===== config.mk =====
export PLATFORM = sky130hd
export DESIGN_NAME = i2c_addr_matcher
export DESIGN_NICKNAME = d
export VERILOG_FILES = /design/src/rtl/addr_match_pkg.sv /design/src/rtl/addr_match_ctrl.sv /design/src/rtl/addr_match_dp.sv /design/src/rtl/i2c_addr_matcher.sv
export SDC_FILE = /design/constraint.sdc
export NUM_CORES = 1
export LEC_CHECK = 0
export ABC_AREA = 1
export CAP_MARGIN = 10
export CORE_AREA = 2 2 84 118
export DETAILED_ROUTE_END_ITERATION = 6
export DIE_AREA = 0 0 86 120
export PLACE_DENSITY = 0.75
export SLEW_MARGIN = 30
export SYNTH_ARGS = -nofsm -noshare
export SYNTH_HDL_FRONTEND = slang
export SYNTH_SLANG_ARGS = --single-unit

===== constraint.sdc =====
create_clock -name clk -period 1.93 [get_ports clk]
set_input_delay 0.4825 -clock clk [delete_from_list [all_inputs] [get_ports clk]]
set_output_delay 0.4825 -clock clk [all_outputs]
set_load 0.02 [all_outputs]

===== src/rtl/addr_match_pkg.sv =====
`timescale 1ns/1ps
package addr_match_pkg;
  // strobes from control to datapath
  typedef struct packed {
    logic evalAddr;    // compare the byte now completing
    logic clearMatch;  // new transfer: drop previous result
    logic captureByte; // latch the shifted byte
  } ctrlStrobe_t;
endpackage


===== src/rtl/addr_match_ctrl.sv =====
`timescale 1ns/1ps
module addr_match_ctrl
  import addr_match_pkg::*;
(
  input  logic        clk,
  input  logic        rstN,
  input  logic        startSeen,
  input  logic        byteDone,
  input  logic        masterOwn,
  input  logic        arbLost,
  output ctrlStrobe_t strobe
);
  logic expectAddr;   // next completed byte is the address byte
  logic arbLostSeen;  // arbitration lost since the last START
  logic actingMaster;

  always_ff @(posedge clk) begin
    if (!rstN) begin
      expectAddr  <= 1'b0;
      arbLostSeen <= 1'b0;
    end else if (startSeen) begin
      expectAddr  <= 1'b1;
      arbLostSeen <= 1'b0;
    end else begin
      if (byteDone) expectAddr  <= 1'b0;
      if (arbLost)  arbLostSeen <= 1'b1;
    end
  end

  assign actingMaster = masterOwn && !arbLostSeen && !arbLost;

  always_comb begin
    strobe.clearMatch  = startSeen;
    strobe.captureByte = byteDone;
    strobe.evalAddr    = byteDone && expectAddr && !startSeen && !actingMaster;
  end
endmodule


===== src/rtl/addr_match_dp.sv =====
`timescale 1ns/1ps
module addr_match_dp
  import addr_match_pkg::*;
#(
  parameter int NUM_ADDR  = 4,
  parameter int ADDR_BITS = 7,
  parameter int DATA_W    = 32,
  parameter int REG_AW    = 4,
  localparam int IDX_W    = (NUM_ADDR > 1) ? $clog2(NUM_ADDR) : 1,
  localparam int BYTE_W   = ADDR_BITS + 1
)(
  input  logic              clk,
  input  logic              rstN,
  input  logic [REG_AW-1:0] regAddr,
  input  logic              regWrEn,
  input  logic [DATA_W-1:0] regWdata,
  output logic [DATA_W-1:0] regRdata,
  input  logic [BYTE_W-1:0] rxByte,
  input  logic              ackEnable,
  input  ctrlStrobe_t       strobe,
  output logic              addrMatch,
  output logic [IDX_W-1:0]  matchIdx,
  output logic              genCallMatch,
  output logic              ackAddr
);
  localparam int ADDR_BASE = 0;
  localparam int MASK_BASE = NUM_ADDR;
  localparam int DATA_IDX  = 2 * NUM_ADDR;

  logic [BYTE_W-1:0]    slvAddr [NUM_ADDR];
  logic [ADDR_BITS-1:0] slvMask [NUM_ADDR];
  logic [BYTE_W-1:0]    dataReg;
  logic [NUM_ADDR-1:0]  hit;
  logic [NUM_ADDR-1:0]  gcEn;
  logic                 rxIsGc;
  logic                 anyHit;
  logic [IDX_W-1:0]     lowIdx;
  logic                 unusedWrHi;

  assign unusedWrHi = ^regWdata[DATA_W-1:BYTE_W];

  for (genvar i = 0; i < NUM_ADDR; i++) begin : g_slot
    always_ff @(posedge clk) begin
      if (!rstN) begin
        slvAddr[i] <= '0;
        slvMask[i] <= '0;
      end else if (regWrEn) begin
        if (regAddr == REG_AW'(ADDR_BASE + i)) slvAddr[i] <= regWdata[BYTE_W-1:0];
        if (regAddr == REG_AW'(MASK_BASE + i)) slvMask[i] <= regWdata[BYTE_W-1:1];
      end
    end
    // masked compare of address field, bit 0 of received byte is R/W
    assign hit[i]  = !rxIsGc &&
                     (((rxByte[BYTE_W-1:1] ^ slvAddr[i][BYTE_W-1:1]) & ~slvMask[i]) == '0);
    assign gcEn[i] = slvAddr[i][0];
  end

  assign rxIsGc = (rxByte[BYTE_W-1:1] == '0);
  assign anyHit = |hit;

  always_comb begin
    lowIdx = '0;
    for (int i = NUM_ADDR - 1; i >= 0; i--) begin
      if (hit[i]) lowIdx = IDX_W'(i);
    end
  end

  always_ff @(posedge clk) begin
    if (!rstN) begin
      dataReg <= '0;
    end else if (strobe.captureByte) begin
      dataReg <= rxByte;
    end
  end

  always_ff @(posedge clk) begin
    if (!rstN || strobe.clearMatch) begin
      addrMatch    <= 1'b0;
      matchIdx     <= '0;
      genCallMatch <= 1'b0;
      ackAddr      <= 1'b0;
    end else if (strobe.evalAddr) begin
      addrMatch    <= anyHit;
      matchIdx     <= lowIdx;
      genCallMatch <= rxIsGc && (|gcEn);
      ackAddr      <= ackEnable && (anyHit || (rxIsGc && (|gcEn)));
    end
  end

  always_comb begin
    regRdata = '0;
    for (int i = 0; i < NUM_ADDR; i++) begin
      if (regAddr == REG_AW'(ADDR_BASE + i)) regRdata[BYTE_W-1:0] = slvAddr[i];
      if (regAddr == REG_AW'(MASK_BASE + i)) regRdata[BYTE_W-1:1] = slvMask[i];
    end
    if (regAddr == REG_AW'(DATA_IDX)) regRdata[BYTE_W-1:0] = dataReg;
  end
endmodule


===== src/rtl/i2c_addr_matcher.sv =====
`timescale 1ns/1ps
module i2c_addr_matcher
  import addr_match_pkg::*;
#(
  parameter int NUM_ADDR  = 4,
  parameter int ADDR_BITS = 7,
  parameter int DATA_W    = 32,
  parameter int REG_AW    = 4,
  localparam int IDX_W    = (NUM_ADDR > 1) ? $clog2(NUM_ADDR) : 1,
  localparam int BYTE_W   = ADDR_BITS + 1
)(
  input  logic              clk,
  input  logic              rstN,
  input  logic [REG_AW-1:0] regAddr,
  input  logic              regWrEn,
  input  logic [DATA_W-1:0] regWdata,
  output logic [DATA_W-1:0] regRdata,
  input  logic              startSeen,
  input  logic              byteDone,
  input  logic [BYTE_W-1:0] rxByte,
  input  logic              ackEnable,
  input  logic              masterOwn,
  input  logic              arbLost,
  output logic              addrMatch,
  output logic [IDX_W-1:0]  matchIdx,
  output logic              genCallMatch,
  output logic              ackAddr
);
  ctrlStrobe_t strobe;

  addr_match_ctrl u_ctrl (
    .clk(clk), .rstN(rstN), .startSeen(startSeen), .byteDone(byteDone),
    .masterOwn(masterOwn), .arbLost(arbLost), .strobe(strobe)
  );

  addr_match_dp #(
    .NUM_ADDR(NUM_ADDR), .ADDR_BITS(ADDR_BITS), .DATA_W(DATA_W), .REG_AW(REG_AW)
  ) u_dp (
    .clk(clk), .rstN(rstN), .regAddr(regAddr), .regWrEn(regWrEn),
    .regWdata(regWdata), .regRdata(regRdata), .rxByte(rxByte),
    .ackEnable(ackEnable), .strobe(strobe), .addrMatch(addrMatch),
    .matchIdx(matchIdx), .genCallMatch(genCallMatch), .ackAddr(ackAddr)
  );
endmodule


==> flow_summary.ini, run 1 <==
[sta]
finalCritPeriodShare = 1.10
finalWorstPathRequiredPeriod_ns = 2.12
skew_ns = 0.00728
max_freq_mhz = 472
rsz0062_at_grt = yes
final_max_slew_viol_count = 0
hold_viol_final = 0
fin_ws_ns = -0.190
setup_viol = 8
finalSetupTns_ns = -1.09

[floorplanning]
dieWidth_um = 86
num_rows = 42
io-pin-count = 89
initial_core_util = 0.454
core_um2 = 9300
die_area_um2 = 10300
die_y_um = 120

[clock_network]
numCtsBuffers = 9
cts-root-buf = clkbuf_16
clock_sinks = 75
ctsLongestPathBuffers = 2
tritoncts = built
cts_max_level = 3
clk_pin_slew_worst_paths_ns = 0.06
clk_latency_ns = 0.34

[synth]
synth.avg_cell_area_um2 = 7.91
synth_top_area_frac = 0.426
yosys.cell_count.top_type = nand2_1
ys_top_cells_by_count = 123 x nand2_1, 114 x nor2_1, 66 x inv_1, 60 x edfxtp_1, 27 x nand3_1
synth-edff-count = 60
ys_ff_latch = 75
yosysUniqueCellTypes = 31
synth_seq_area_share = 0.497
postSynth.asyncResetShare = 0
syn_area_um2 = 4230
synth_area_leaders = edfxtp_1 43%, nand2_1 11%, nor2_1 10%, dfxtp_1 7.1%, inv_1 5.9%
netlist.top_cell.by_area = edfxtp_1
synth_flop_cell = edfxtp_1
yosysWarningCount = 0
syn_inst = 534

[worst_hold_path]
holdPathStages = 2
hold_path_end = u_ctrl.expectAddr$_SDFFE_PN0P_
hold_start = u_ctrl.expectAddr$_SDFFE_PN0P_
hold_path.class = flop to flop

[finish]
fin_area_um2 = 5610
area_delta_synth_final_pct = 32.8
n_antenna_cell = 0
nets = 700
drive_above_1_share = 0.230
layout.cells.non_filler = 763

[power]
finalPower_w = 0.00410
p_leak_nw = 2.61
peakVddDrop_mv = 0.487
cellPowerDensity_nw_per_um2 = 731

[detailed_routing]
vias = 3896
dr.pass1.iters = 5
drc_errors = 0
wl_per_cell_um = 15.7
ant_nets = 0
vias_per_cell = 5.11
wirelength_um = 12000
initialDrtViolationCount = 275

[worst_setup_path]
crit_required_ns = 1.45
r2r-end = u_dp.matchIdx[0]$_SDFFE_PP0P_
crit_type = primary input to output pin
cp-end-kind = output pin
r2r_start = u_dp.slvAddr[2][2]$_SDFFCE_PN0P_
crit_path_start_kind = primary input
cp.arrival_ns = 1.64
rr_worst_depth = 11
path_max_fanout = 8
cp_slowest_cell = nor3_2
crit_path_cell_trace = buf_8, nor2_4, buf_12, nand2_8, buf_4, nor2_1, nor3_2, nand3_1, nor3_2, nand3_1, buf_6
regToRegSetupSlack_ns = 0.55
cp_top_family = simple AND/OR/NAND/NOR gates
worst-path-buf-inv = 4
cpPeakStageDelay_ns = 0.16

[global_routing]
grt_use_met2 = 0.450
grt_util_met3 = 0.0509
grt_use_met1 = 0.243
antenna_found_initial = 0
grt_pass1_wl_um = 18600
grt_overflow = 0
grt_max_degree = 21
track_usage = 0.244
first_global_vias = 3913
grt-busiest-layer = met2

[job]
max-cap-violations = 0

[placed_design]
dp_cells = 736
dp_hpwl_um = 9340
portBuffers = 40
dpl-instance-area_um2 = 5120
place_congestion = 0.881

[status]
violations = setup timing
status = complete, but fails checks
[worst min-delay path: stages, from the launching register on]
cell and delay (ns):
dfxtp_1 0.31, nand2_1 0.06, a21oi_1 0.05
[what timing repair did]
| action | CTS | global route |
|---|---|---|
| setup buffers | 9 | 4 |
| pin swaps | 18 | 14 |
| endpoints found under the setup margin | 21 | 12 |
| gates cloned | 0 | 0 |
| resized for setup | 88 | 15 |
| hold buffers | 0 | 0 |
[layout make-up]
class,count,area (µm²)
Multi-Input combinational cell,377,1820
Clock buffer,11,243
Fill cell,799,3690
Sequential cell,75,2100
Timing Repair Buffer,108,987
Clock inverter,5,28.8
Tap cell,110,138
Inverter,77,294
[cells in the final DEF (no fill, tap or decap), drive strengths merged, types with 11 or more instances in the layout]
cell / Yosys / layout
inv: 77 / 77
clkdlybuf4s50: 0 / 27
nor2: 120 / 120
nand3: 33 / 33
dfxtp: 15 / 15
o21ai: 25 / 25
buf: 27 / 80
conb: 1 / 24
edfxtp: 60 / 60
nand2: 128 / 128
clkbuf: 1 / 11
a21oi: 21 / 21
[report_power, final]
group | switching (W) | internal (W) | total [W]
Sequential | 0.0000508 | 0.00184 | 0.00189
Clock | 0.000631 | 0.000898 | 0.00153
Combinational | 0.000411 | 0.000275 | 0.000686
[metal layers]
layer	vias to the layer above	wire, µm	part of all wire
met5	-	0	0
met4	0	744	0.062
met3	52	670	0.056
met2	153	6410	0.54
met1	1798	4130	0.35
li1	1893	-	-
[cells by family (layout without fill, tap and decap cells)]
family | Yosys count | count (layout) | synth area share
AOI/OAI and AO/OA | 52 | 52 | 0.0672
buffers and inverters | 105 | 201 | 0.115
DFF | 75 | 75 | 0.497
other | 1 | 24 | 0.000888
and+or+nand+nor | 301 | 301 | 0.319
[flip-flops by register name, summed over array words and instances, names as in the netlist]
| name | cells |
|---|---|
| u_ctrl.expectAddr | 1 |
| u_ctrl.arbLostSeen | 1 |
| u_dp.dataReg | 8 |
| u_dp.genCallMatch | 1 |
| u_dp.addrMatch | 1 |
| u_dp.slvMask | 28 |
| u_dp.ackAddr | 1 |
| u_dp.slvAddr | 32 |
| u_dp.matchIdx | 2 |
[worst max-delay path by stage]
stage,startpoint,to,slack [ns],cells past startpoint
finish,regAddr[2],regRdata[5],-0.19,11
floorplan,regAddr[3],u_dp.slvAddr[3][0]$_SDFFCE_PN0P_,0.05,3
detailed placement,regAddr[1],regRdata[5],-1.09,9
CTS,regAddr[2],regRdata[2],-0.20,10
global placement,regAddr[1],regRdata[3],-1.07,12
global route,regAddr[2],regRdata[6],-0.27,11
[metrics by stage]
step                      hold WS (ns)  setup slack (ns)   util
after floorplan                  0.437            0.0525      -
final                            0.469            -0.190  0.603
after global routing             0.502            -0.266  0.603
after CTS                        0.469            -0.204  0.596
after detailed placement         0.460             -1.09  0.550
after global placement           0.451             -1.07  0.550
Power figures use the tool's default switching activity.
==> run 2: changes to the inputs <==
Settings changed: CORE_AREA 2 2 84 118 to 2 2 77 108, DIE_AREA 0 0 86 120 to 0 0 79 110, PLACE_DENSITY 0.75 to 0.85.
Clock period 1.93 ns to 2.67 ns, I/O delays scaled along.
==> flow_summary.ini, run 2 (synthesis results as in run 1) <==
[worst_hold_path]
hold_path.class = flop to flop

[floorplanning]
dieWidth_um = 79
die_y_um = 110
io-pin-count = 89
initial_core_util = 0.549
die_area_um2 = 8690
core_um2 = 7700
num_rows = 38

[detailed_routing]
dr.pass1.iters = 7
ant_nets = 0
wl_per_cell_um = 15.8
vias_per_cell = 5.39
drc_errors = 0
vias = 3857
wirelength_um = 11300
initialDrtViolationCount = 273

[worst_setup_path]
crit_path_start_kind = primary input
cp-end-kind = output pin
crit_type = primary input to output pin
crit_required_ns = 2.00
cp.arrival_ns = 1.95
path_max_fanout = 9

[job]
max-cap-violations = 0

[clock_network]
cts-root-buf = clkbuf_8
tritoncts = built
ctsLongestPathBuffers = 2
hold_buffers = 0
clock_sinks = 75
numCtsBuffers = 9
clk_pin_slew_worst_paths_ns = 0.07
clk_latency_ns = 0.37
cts_max_level = 3

[sta]
max_freq_mhz = 382
finalWorstPathRequiredPeriod_ns = 2.62
final_max_slew_viol_count = 0
skew_ns = 0.00884
fin_ws_ns = 0.0517
hold_viol_final = 0
hold-worst-slack_ns = 0.466
finalCritPeriodShare = 0.981
rsz0062_at_grt = no
setup_viol = 0

[global_routing]
grt_max_degree = 26
track_usage = 0.277
grt_overflow = 0
grt_pass1_wl_um = 17800
first_global_vias = 3785
antenna_found_initial = 0

[power]
p_sw_frac = 0.285
seqPwrFrac = 0.533
p_leak_nw = 2.34
p_int_w = 0.00183
clockPowerShare = 0.300
pwr-share-comb = 0.167
power_switching_w = 0.000728
peakVddDrop_mv = 0.308
cellPowerDensity_nw_per_um2 = 507

[finish]
area_delta_synth_final_pct = 19.4
layout_common_cells = 122 x nand2_1, 112 x nor2_1, 66 x inv_1
layout.cells.non_filler = 716
largest_reg_flops = 32
n_antenna_cell = 0
nets = 663
reg_top3 = u_dp.slvAddr: 32 flops, u_dp.slvMask: 28 flops, u_dp.dataReg: 8 flops
fillers = 629
top_register = u_dp.slvAddr
drive_above_1_share = 0.162
final_util = 0.655
final_common_cell = nand2_1

[placed_design]
dp_cells = 699
place_congestion = 1.09
pre_cts_ws_ns = -0.709
dp_hpwl_um = 8690
portBuffers = 40

[status]
status = finished, final reports clean
[run 2: cell count changes in the layout (fill, tap and decap cells not counted), sizes merged]
cell / delta
dlymetal6s2s: -1
clkdlybuf4s50: +1
clkdlybuf4s15: +2
clkinvlp: +1
buf: -40
[run 2: layout make-up]
class | instances | area [µm²] | area share
Inverter | 77 | 289 | 0.0573
Clock buffer | 10 | 138 | 0.0273
Multi-Input combinational cell | 377 | 1730 | 0.343
Tap cell | 100 | 125 | 0.0248
Clock inverter | 6 | 31.3 | 0.00620
Timing Repair Buffer | 71 | 629 | 0.125
Sequential cell | 75 | 2100 | 0.417
[run 2: final timing paths]
kind	start	slack [ns]	end	cells after the start
worst min-delay path	u_ctrl.expectAddr$_SDFFE_PN0P_	0.47	u_ctrl.expectAddr$_SDFFE_PN0P_	2
worst max register to register	u_dp.slvAddr[1][2]$_SDFFCE_PN0P_	1.24	u_dp.ackAddr$_SDFFE_PP0P_	9
worst min register to register	u_ctrl.expectAddr$_SDFFE_PN0P_	0.47	u_ctrl.expectAddr$_SDFFE_PN0P_	2
worst max-delay path	regAddr[2]	0.05	regRdata[2]	10
[run 2: timing repair]
action / CTS / global route
endpoints found under the hold margin: 0 / 0
buffers inserted: 1 / 0
pin swaps: 5 / 3
resized for setup: 42 / 8
setup endpoints to repair: 8 / 8
[run 2: metal layers]
layer,vias up,track usage,part of all wire
met4,0,0.176,0.052
met2,206,0.520,0.54
met1,1782,0.274,0.34
met3,55,0.0562,0.066
met5,-,0,0
li1,1814,-,-
[run 2: critical path, cell delays in order]
cell	delay, ns
buf_2	0.15
nor2_4	0.07
buf_12	0.13
nand2_8	0.10
nor2_1	0.06
nor3_2	0.16
nand3_1	0.10
nor3_2	0.23
nand3_1	0.11
buf_2	0.17
[run 2: power groups by stage]
stage / clock network (W) / logic [W] / registers [W]
2_1_floorplan: 0 / 0.000269 / 0.00138
3_3_place_gp: 0 / 0.000412 / 0.00138
3_5_place_dp: 0 / 0.000423 / 0.00139
4_1_cts: 0.000775 / 0.000418 / 0.00136
5_1_grt: 0.000812 / 0.000464 / 0.00137
6_report: 0.000768 / 0.000426 / 0.00136
[run 2: through the flow]
stage                     instance area, µm²  setup TNS, ns  total power (W)
final                                   5040              0          0.00256
after global routing                    5040              0          0.00265
after CTS                               5060              0          0.00255
after detailed placement                4890          -5.52          0.00181
after global placement                  4890          -5.27          0.00180
after floorplan                         4310              0          0.00165
==> run 3: changes to the inputs <==
Settings changed: SLEW_MARGIN 30 to default.
==> results of run 3 <==
No change in the layout: final DEF, timing and power equal those of run 2.
